`src/rtl/osd_pkg.sv`:
```
package osd_pkg;
  typedef enum logic {
    MODE_FULL_SUM = 1'b0,
    MODE_SCALED   = 1'b1
  } osd_mode_e;
endpackage

```
`src/rtl/osd_block_ctrl.sv`:
```
module osd_block_ctrl
  import osd_pkg::*;
#(
  parameter int LONG_LOG2  = 6,
  parameter int SHORT_LOG2 = 4
) (
  input  logic      clk,
  input  logic      rst,
  input  logic      smp_valid_i,
  input  osd_mode_e mode_i,
  output logic      blk_last_o,
  output osd_mode_e blk_mode_o
);
  localparam int CNT_W   = LONG_LOG2;
  localparam int LONG_N  = 1 << LONG_LOG2;
  localparam int SHORT_N = 1 << SHORT_LOG2;
  localparam logic [CNT_W-1:0] LONG_LAST  = CNT_W'(LONG_N - 1);
  localparam logic [CNT_W-1:0] SHORT_LAST = CNT_W'(SHORT_N - 1);

  logic [CNT_W-1:0] cnt_q;
  osd_mode_e        blk_mode_q;
  osd_mode_e        eff_mode;
  logic [CNT_W-1:0] last_cnt;

  // The mode is taken from the input only when a block is empty.
  always_comb begin
    eff_mode = (cnt_q == '0) ? mode_i : blk_mode_q;
    last_cnt = (eff_mode == MODE_SCALED) ? SHORT_LAST : LONG_LAST;
  end

  assign blk_last_o = smp_valid_i && (cnt_q == last_cnt);
  assign blk_mode_o = eff_mode;

  always_ff @(posedge clk) begin
    if (rst) begin
      cnt_q      <= '0;
      blk_mode_q <= MODE_FULL_SUM;
    end else if (smp_valid_i) begin
      blk_mode_q <= eff_mode;
      cnt_q      <= blk_last_o ? '0 : cnt_q + 1'b1;
    end
  end

  // once a block has begun, its mode stays fixed
  a_r8_mode_hold: assert property (@(posedge clk) disable iff (rst)
    (smp_valid_i && cnt_q != '0) |=> $stable(blk_mode_q));

  // count never exceeds the last position of the active block length
  a_r4_count_range: assert property (@(posedge clk) disable iff (rst)
    (blk_mode_q == MODE_SCALED && cnt_q != '0) |-> (cnt_q <= SHORT_LAST));
endmodule

```
`src/rtl/osd_accum.sv`:
```
module osd_accum #(
  parameter int SMP_W = 10,
  parameter int ACC_W = 16
) (
  input  logic             clk,
  input  logic             rst,
  input  logic             smp_valid_i,
  input  logic [SMP_W-1:0] smp_i,
  input  logic             blk_last_i,
  output logic [ACC_W-1:0] sum_o
);
  logic [ACC_W-1:0] acc_q;
  logic [ACC_W:0]   wide_sum;

  assign wide_sum = {1'b0, acc_q} + (ACC_W+1)'(smp_i);
  assign sum_o    = wide_sum[ACC_W-1:0];

  always_ff @(posedge clk) begin
    if (rst)
      acc_q <= '0;
    else if (smp_valid_i)
      acc_q <= blk_last_i ? '0 : sum_o;
  end

  // the running sum never wraps past the accumulator width
  a_r9_no_overflow: assert property (@(posedge clk) disable iff (rst)
    smp_valid_i |-> (wide_sum[ACC_W] == 1'b0));

  // an idle cycle leaves the accumulator untouched
  a_r7_idle_hold: assert property (@(posedge clk) disable iff (rst)
    !smp_valid_i |=> $stable(acc_q));
endmodule

```
`src/rtl/osd_write_port.sv`:
```
module osd_write_port
  import osd_pkg::*;
#(
  parameter int ACC_W      = 16,
  parameter int IDX_W      = 8,
  parameter int EXTRA_BITS = 2
) (
  input  logic             clk,
  input  logic             rst,
  input  logic             blk_last_i,
  input  osd_mode_e        blk_mode_i,
  input  logic [ACC_W-1:0] sum_i,
  output logic             wr_en_o,
  output logic [IDX_W-1:0] wr_addr_o,
  output logic [ACC_W-1:0] wr_data_o,
  output logic [IDX_W-1:0] wr_idx_o
);
  logic [ACC_W-1:0] data_next;

  assign data_next = (blk_mode_i == MODE_SCALED) ? (sum_i >> EXTRA_BITS) : sum_i;

  always_ff @(posedge clk) begin
    if (rst) begin
      wr_en_o   <= 1'b0;
      wr_addr_o <= '0;
      wr_data_o <= '0;
      wr_idx_o  <= '0;
    end else begin
      wr_en_o <= blk_last_i;
      if (blk_last_i) begin
        wr_addr_o <= wr_idx_o;
        wr_data_o <= data_next;
        wr_idx_o  <= wr_idx_o + 1'b1;
      end
    end
  end

  // write strobe lasts a single cycle
  a_r5_single_pulse: assert property (@(posedge clk) disable iff (rst)
    wr_en_o |=> !wr_en_o);

  // during a write the index already points one past the written address
  a_r6_index_step: assert property (@(posedge clk) disable iff (rst)
    wr_en_o |-> (wr_idx_o == IDX_W'(wr_addr_o + 1'b1)));
endmodule

```
`src/rtl/oversample_decimator.sv`:
```
module oversample_decimator
  import osd_pkg::*;
#(
  parameter int SMP_W      = 10,
  parameter int ACC_W      = 16,
  parameter int IDX_W      = 8,
  parameter int LONG_LOG2  = 6,
  parameter int SHORT_LOG2 = 4,
  parameter int EXTRA_BITS = 2
) (
  input  logic             clk,
  input  logic             rst,
  input  logic             mode_i,
  input  logic             smp_valid_i,
  input  logic [SMP_W-1:0] smp_i,
  output logic             wr_en_o,
  output logic [IDX_W-1:0] wr_addr_o,
  output logic [ACC_W-1:0] wr_data_o,
  output logic [IDX_W-1:0] wr_idx_o
);
  logic             blk_last;
  osd_mode_e        blk_mode;
  logic [ACC_W-1:0] sum_w;
  osd_mode_e        mode_in;

  assign mode_in = osd_mode_e'(mode_i);

  osd_block_ctrl #(
    .LONG_LOG2 (LONG_LOG2),
    .SHORT_LOG2(SHORT_LOG2)
  ) u_ctrl (
    .clk        (clk),
    .rst        (rst),
    .smp_valid_i(smp_valid_i),
    .mode_i     (mode_in),
    .blk_last_o (blk_last),
    .blk_mode_o (blk_mode)
  );

  osd_accum #(
    .SMP_W(SMP_W),
    .ACC_W(ACC_W)
  ) u_acc (
    .clk        (clk),
    .rst        (rst),
    .smp_valid_i(smp_valid_i),
    .smp_i      (smp_i),
    .blk_last_i (blk_last),
    .sum_o      (sum_w)
  );

  osd_write_port #(
    .ACC_W     (ACC_W),
    .IDX_W     (IDX_W),
    .EXTRA_BITS(EXTRA_BITS)
  ) u_wr (
    .clk       (clk),
    .rst       (rst),
    .blk_last_i(blk_last),
    .blk_mode_i(blk_mode),
    .sum_i     (sum_w),
    .wr_en_o   (wr_en_o),
    .wr_addr_o (wr_addr_o),
    .wr_data_o (wr_data_o),
    .wr_idx_o  (wr_idx_o)
  );

  // no write strobe in the cycle right after reset
  a_r1_reset_quiet: assert property (@(posedge clk)
    rst |=> (!wr_en_o && wr_idx_o == '0));
endmodule

```
`config.mk`:
```
export PLATFORM = sky130hd
export DESIGN_NAME = oversample_decimator
export DESIGN_NICKNAME = d
export VERILOG_FILES = /design/src/rtl/osd_pkg.sv /design/src/rtl/osd_block_ctrl.sv /design/src/rtl/osd_accum.sv /design/src/rtl/osd_write_port.sv /design/src/rtl/oversample_decimator.sv
export SDC_FILE = /design/constraint.sdc
export NUM_CORES = 1
export LEC_CHECK = 0
export CAP_MARGIN = 20
export CORE_ASPECT_RATIO = 0.9
export CORE_MARGIN = 2
export CORE_UTILIZATION = 45
export CTS_BUF_LIST = sky130_fd_sc_hd__clkbuf_8
export DETAILED_ROUTE_END_ITERATION = 8
export DONT_BUFFER_PORTS = 1
export GPL_TIMING_DRIVEN = 1
export PLACE_DENSITY_LB_ADDON = 0.25
export REMOVE_ABC_BUFFERS = 1
export SYNTH_ARGS = -nofsm -noshare
export SYNTH_HDL_FRONTEND = slang
export SYNTH_SLANG_ARGS = --single-unit
```
`constraint.sdc`:
```
create_clock -name clk -period 5.1 [get_ports clk]
set_clock_uncertainty 0.1 [all_clocks]
set_input_delay 0 -clock clk [delete_from_list [all_inputs] [get_ports clk]]
set_output_delay 0 -clock clk [all_outputs]
set_load 0.005 [all_outputs]
```
==> flow_summary.toml, run 1 <==
[die]
core_area_mm2 = 0.00655
dieArea_mm2 = 0.00743
ios = 47
fp.dieH_um = 81.9
start_util_pct = 46.4
die_w_um = 90.6
rows = 28

[final_layout]
multi_input_area_mm2 = 0.00181
insertedDiodeCount = 0
layout_common_cells = "dfxtp_1, nand2_1, nor2_1, a21oi_1, ha_1"
final_nets = 389
final_area_mm2 = 0.00327
final_cells = 452
syn2layout_area_growth_pct = 7.58
n_fill_cell = 649
seq_area_mm2 = 0.00112
layout_commonest_cell = "dfxtp_1"
drive_above_1_share_pct = 6.35

[sta]
setup_viol = 0
finalHoldViolations = 0
grt_setup_unrepaired = "false"
worst_pin_slew_ns = 0.710
fmax_ghz = 0.348
tns_ns = 0
relSlewSlack_pct = 52.5
fin_crit_ns = 2.87
period_share_pct = 56.3
maxSlewViolCount = 0

[pwr]
p_per_area_mw_per_mm2 = 286
vdd_drop_max_mv = 0.146
p_leak_nw = 1.22

[grt]
grt_max_degree = 60
grtUsageTotal_pct = 19.6
antenna_found_initial = 0
overflow = 0
grt_pass1_vias = 2386
grt_pass1_wl_um = 11800

[placement]
port_buffers = 0
globalplace.congestion = 0.831
place_area_mm2 = 0.00308
dp_cells = 438
dp_hpwl_um = 4590

[clocking]
cts_sinks = 56
clk_latency_ns = 0.32
htree_num_levels = 2
cts_buffers = 5
cts-hold-fix-buffers = 6
path_clk_slew_ns = 0.10
cts_setup_buffers = 0
ctsRootBufferMaster = "clkbuf_8"
clk_path_buf_depth = 2
cts_tree = "done"
cts_resized = 0

[setup_path]
crit_required_ns = 5.27
critPathLaunchType = "register"
crit_type = "reg -> reg"
rrSetupSlack_ns = 2.23
end_kind = "register"
path_max_fanout = 9
crit_arrival_ns = 3.04

[drt]
wl_per_cell_um = 15.5
vias = 2554
ant_nets = 0
drt-initial-drc-count = 97
wl_um = 6990
drt_pass1_iterations = 4
viasPerCell = 5.65
drc = 0

[synth]
synthMuxAreaShare_pct = 2.18
ys_ff_latch = 56
synth_edf_count = 0
syn_area_mm2 = 0.00304
synth-xor-area-share_pct = 5.48
synth_area_leaders = "dfxtp_1, nand2_1, a21oi_1, ha_1, nor2_1"
yosysWarnings = 0
synth_compound_area_share_pct = 22.4
ys_seq_area_share_pct = 36.9
synth_top_family_by_area = "simple AND/OR/NAND/NOR gates"
syn_avg_cell_area_um2 = 8.30
synthCells = 366
yosysUniqueCellTypes = 62
yosys.area.top_type_share_pct = 36.9
synth_ff_type = "dfxtp_1"
async_reset_ff_share_pct = 0
synth_area_leader_cell = "dfxtp_1"
synthAdderAreaFrac_pct = 6.01
synth-simple-area-share_pct = 23.6

[flow_run]
max_cap_violations = 0

[hold_path]
hold_path.class = "in -> reg"

[run_status]
status = "finished clean"
==> critical path, cell delays in order (launching register included) <==
cell	delay, ns
dfxtp_1	0.41
inv_1	0.07
ha_1	0.18
nor3b_2	0.16
mux2_4	0.31
o2bb2ai_4	0.17
a21oi_1	0.59
nand3b_1	0.14
a31oi_1	0.14
dlygate4sd3_1	0.55
==> per-stage QoR <==
stage / power (mW) / utilization, % / hold WS, ns / setup WS (ns)
after floorplan: 0.598 / - / -0.0309 / 2.66
after global placement: 0.634 / 47.0 / -0.0201 / 2.66
after detailed placement: 0.634 / 47.0 / -0.0197 / 2.62
after CTS: 0.946 / 49.9 / 0.00669 / 2.20
after global routing: 0.990 / 49.9 / 0.0260 / 2.02
final: 0.936 / 49.9 / 0.00375 / 2.23
==> cell type report <==
class / instances / share of cell area, %
clock buffer: 5 / 2.11
inverter: 5 / 0.574
timing repair buffer: 8 / 2.83
clock inverter: 3 / 1.30
sequential: 56 / 34.3
multi-input combinational: 285 / 55.4
tap: 90 / 3.45
==> sequential cells by signal (all words and copies together), names as in the netlist <==
| name | count |
|---|---|
| u_wr.wr_en_o | 1 |
| u_wr.wr_idx_o | 8 |
| u_ctrl.blk_mode_q | 1 |
| u_wr.wr_addr_o | 8 |
| u_ctrl.cnt_q | 6 |
| u_acc.acc_q | 16 |
| u_wr.wr_data_o | 16 |
==> synthesized netlist by cell type, types with 4 or more instances <==
master,number
a211oi_1,8
a21o_1,5
a21oi_1,33
and2_1,5
buf_2,5
clkbuf_1,13
dfxtp_1,56
ha_1,13
inv_1,4
mux2i_1,4
nand2_1,52
nand3_1,12
nand3b_1,4
nand4_1,8
nor2_1,39
nor2b_1,4
nor3_1,6
o21a_1,4
o21ai_0,8
o2bb2ai_1,4
or3_1,5
xnor2_1,7
xor2_1,12
==> power by group <==
part	total, mW	switching, mW	internal, mW
registers	0.459	0.00970	0.449
clock network	0.294	0.148	0.147
logic	0.183	0.113	0.0700
total	0.936	0.270	0.666
==> cells by family (layout without fill, tap and decap cells) <==
family / count (synthesis) / count (layout)
fa+ha+maj: 14 / 14
simple gates: 150 / 150
compound gates: 96 / 96
buf+inv: 25 / 21
xor+xnor: 19 / 19
mux: 6 / 6
flops: 56 / 56
==> path summary, 6_finish.rpt <==
kind	start	end	cells past startpoint
max reg2reg	u_ctrl.cnt_q[0]	u_acc.acc_q[11]	9
min	smp_i[1]	u_acc.acc_q[1]	3
max	u_ctrl.cnt_q[0]	u_acc.acc_q[11]	9
min reg2reg	u_wr.wr_data_o[2]	u_wr.wr_data_o[2]	2
==> per-layer routing <==
layer | GRT usage (%) | up-vias | routed length, um
li1 | - | 1304 | -
met1 | 25.4 | 1198 | 3310
met2 | 32.5 | 44 | 3240
met3 | 5.96 | 8 | 368
met4 | 4.00 | 0 | 76
met5 | 0 | - | 0
Note: power is estimated with default switching activity, not from simulation.
==> run 2: changes to the inputs <==
==> constraint.sdc (replaced) <==
create_clock -name clk -period 2.45 [get_ports clk]
set_clock_uncertainty 0.1 [all_clocks]
set_input_delay 0 -clock clk [delete_from_list [all_inputs] [get_ports clk]]
set_output_delay 0 -clock clk [all_outputs]
set_load 0.005 [all_outputs]
==> run 2 against run 1 <==
Effect of this change:
- sequential power is 110% higher
- sequential share of layout area is 1.1 points lower
- via count is 1.1% higher
- count of clock-buffer cells in the layout stayed put
- design area is 3.3% higher
- fmax is 23% higher
- worst setup slack worse by 2.1 ns
- global-route usage is 0.068 points lower
==> flow_summary.toml, run 2 (synthesis results as in run 1) <==
[die]
fp.dieH_um = 81.9
dieArea_mm2 = 0.00743
die_w_um = 90.6
start_util_pct = 46.4
ios = 47
core_area_mm2 = 0.00655
rows = 28

[pwr]
vdd_drop_max_mv = 0.268
power_mw = 1.90
p_per_area_mw_per_mm2 = 563
p_leak_nw = 1.26

[final_layout]
drive_above_1_share_pct = 10.6
syn2layout_area_growth_pct = 11.1
insertedDiodeCount = 0
reg_top3 = "u_acc.acc_q x16, u_wr.wr_data_o x16"
layout_common_cells = "dfxtp_1, nand2_1, nor2_1, a21oi_1, ha_1"
final_nets = 396
final_cells = 459
layout_commonest_cell = "dfxtp_1"

[sta]
maxSlewViolCount = 0
relSlewSlack_pct = 52.1
fmax_ghz = 0.427
tns_ns = 0
setup_viol = 0
period_share_pct = 95.5
fin_hold_ws_ns = 0.0964
fin_crit_ns = 2.34
finalHoldViolations = 0
grt_setup_unrepaired = "false"
fin_ws_ns = 0.110
worst_pin_slew_ns = 0.717

[setup_path]
crit_type = "reg -> reg"
end_kind = "register"
path_max_fanout = 4
crit_arrival_ns = 2.42
critPathLaunchType = "register"
crit_required_ns = 2.53

[run_status]
status = "finished clean"

[drt]
wl_per_cell_um = 15.6
drt-initial-drc-count = 160
ant_nets = 0
viasPerCell = 5.62
drt_pass1_iterations = 4
drc = 0
wl_um = 7160
vias = 2581

[clocking]
cts_tree = "done"
clk_path_buf_depth = 2
clk_latency_ns = 0.32
htree_num_levels = 2
ctsRootBufferMaster = "clkbuf_8"
cts_sinks = 56
path_clk_slew_ns = 0.11
cts_buffers = 5
cts_setup_buffers = 0

[placement]
dp_cells = 445
dp_hpwl_um = 4850
port_buffers = 0
globalplace.congestion = 0.884
post-place-ws_ns = 0.00575

[grt]
antenna_found_initial = 0
grt_pass1_wl_um = 11500
grt_pass1_vias = 2366
overflow = 0
grtUsageTotal_pct = 19.5
grt_max_degree = 60

[flow_run]
max_cap_violations = 0

[hold_path]
hold_path.class = "in -> reg"
-- run 2: cell types whose count changed in the layout (fill, tap and decap cells not counted), sizes merged --
| cell | before | now |
|---|---|---|
| buf | 3 | 10 |
| bufinv | 1 | 0 |
| clkinv | 0 | 2 |
| inv | 7 | 6 |
-- run 2: power breakdown --
group	switching, mW	internal [mW]	total (mW)
combinational	0.247	0.167	0.414
sequential	0.0200	0.935	0.956
clock	0.325	0.206	0.531
total	0.592	1.31	1.90
-- run 2: stage by stage --
step	utilization (%)	instance area, um2
floorplan	-	2950
detailed placement	48.0	3140
global placement	48.0	3140
CTS	50.7	3320
global route	51.5	3380
finish	51.5	3380
-- run 2: area by class of cell --
cell class	instances	area [um2]
multi-input combinational	285	1870
timing repair buffer	15	158
inverter	5	18.8
clock buffer	5	68.8
sequential	56	1120
tap	90	113
clock inverter	3	22.5
fill	635	3180
-- run 2: layer usage --
layer / routed length (um) / up-vias / GRT usage, %
li1: - / 1316 / -
met1: 3500 / 1212 / 25.5
met2: 3180 / 44 / 31.7
met3: 380 / 9 / 5.23
met4: 102 / 0 / 6.15
met5: 0 / - / 0
-- run 2: critical path, cell delays in order (launching register included) --
cell and delay, ns:
dfxtp_1 0.34, ha_1 0.22, fa_1 0.41, a21o_1 0.22, a22oi_2 0.20, o2bb2ai_4 0.18, a21o_1 0.21, xor2_2 0.18
o221ai_1 0.14
-- run 2: path summary, 6_finish.rpt --
| path | from | endpoint | slack (ns) | cells past startpoint |
|---|---|---|---|---|
| worst max-delay path | u_acc.acc_q[0] | u_wr.wr_data_o[12] | 0.11 | 8 |
| worst min-delay path | smp_i[2] | u_acc.acc_q[2] | 0.1 | 4 |
| worst max register to register | u_acc.acc_q[0] | u_wr.wr_data_o[12] | 0.11 | 8 |
| worst min register to register | u_acc.acc_q[9] | u_acc.acc_q[9] | 0.37 | 2 |
-- run 2: what timing repair did --
action / in CTS / in global routing
pin swaps: 0 / 3
gates resized for setup: 1 / 9
endpoints found under the hold margin: 56 / 0
setup endpoints to repair: 3 / 8
hold buffers: 6 / 0
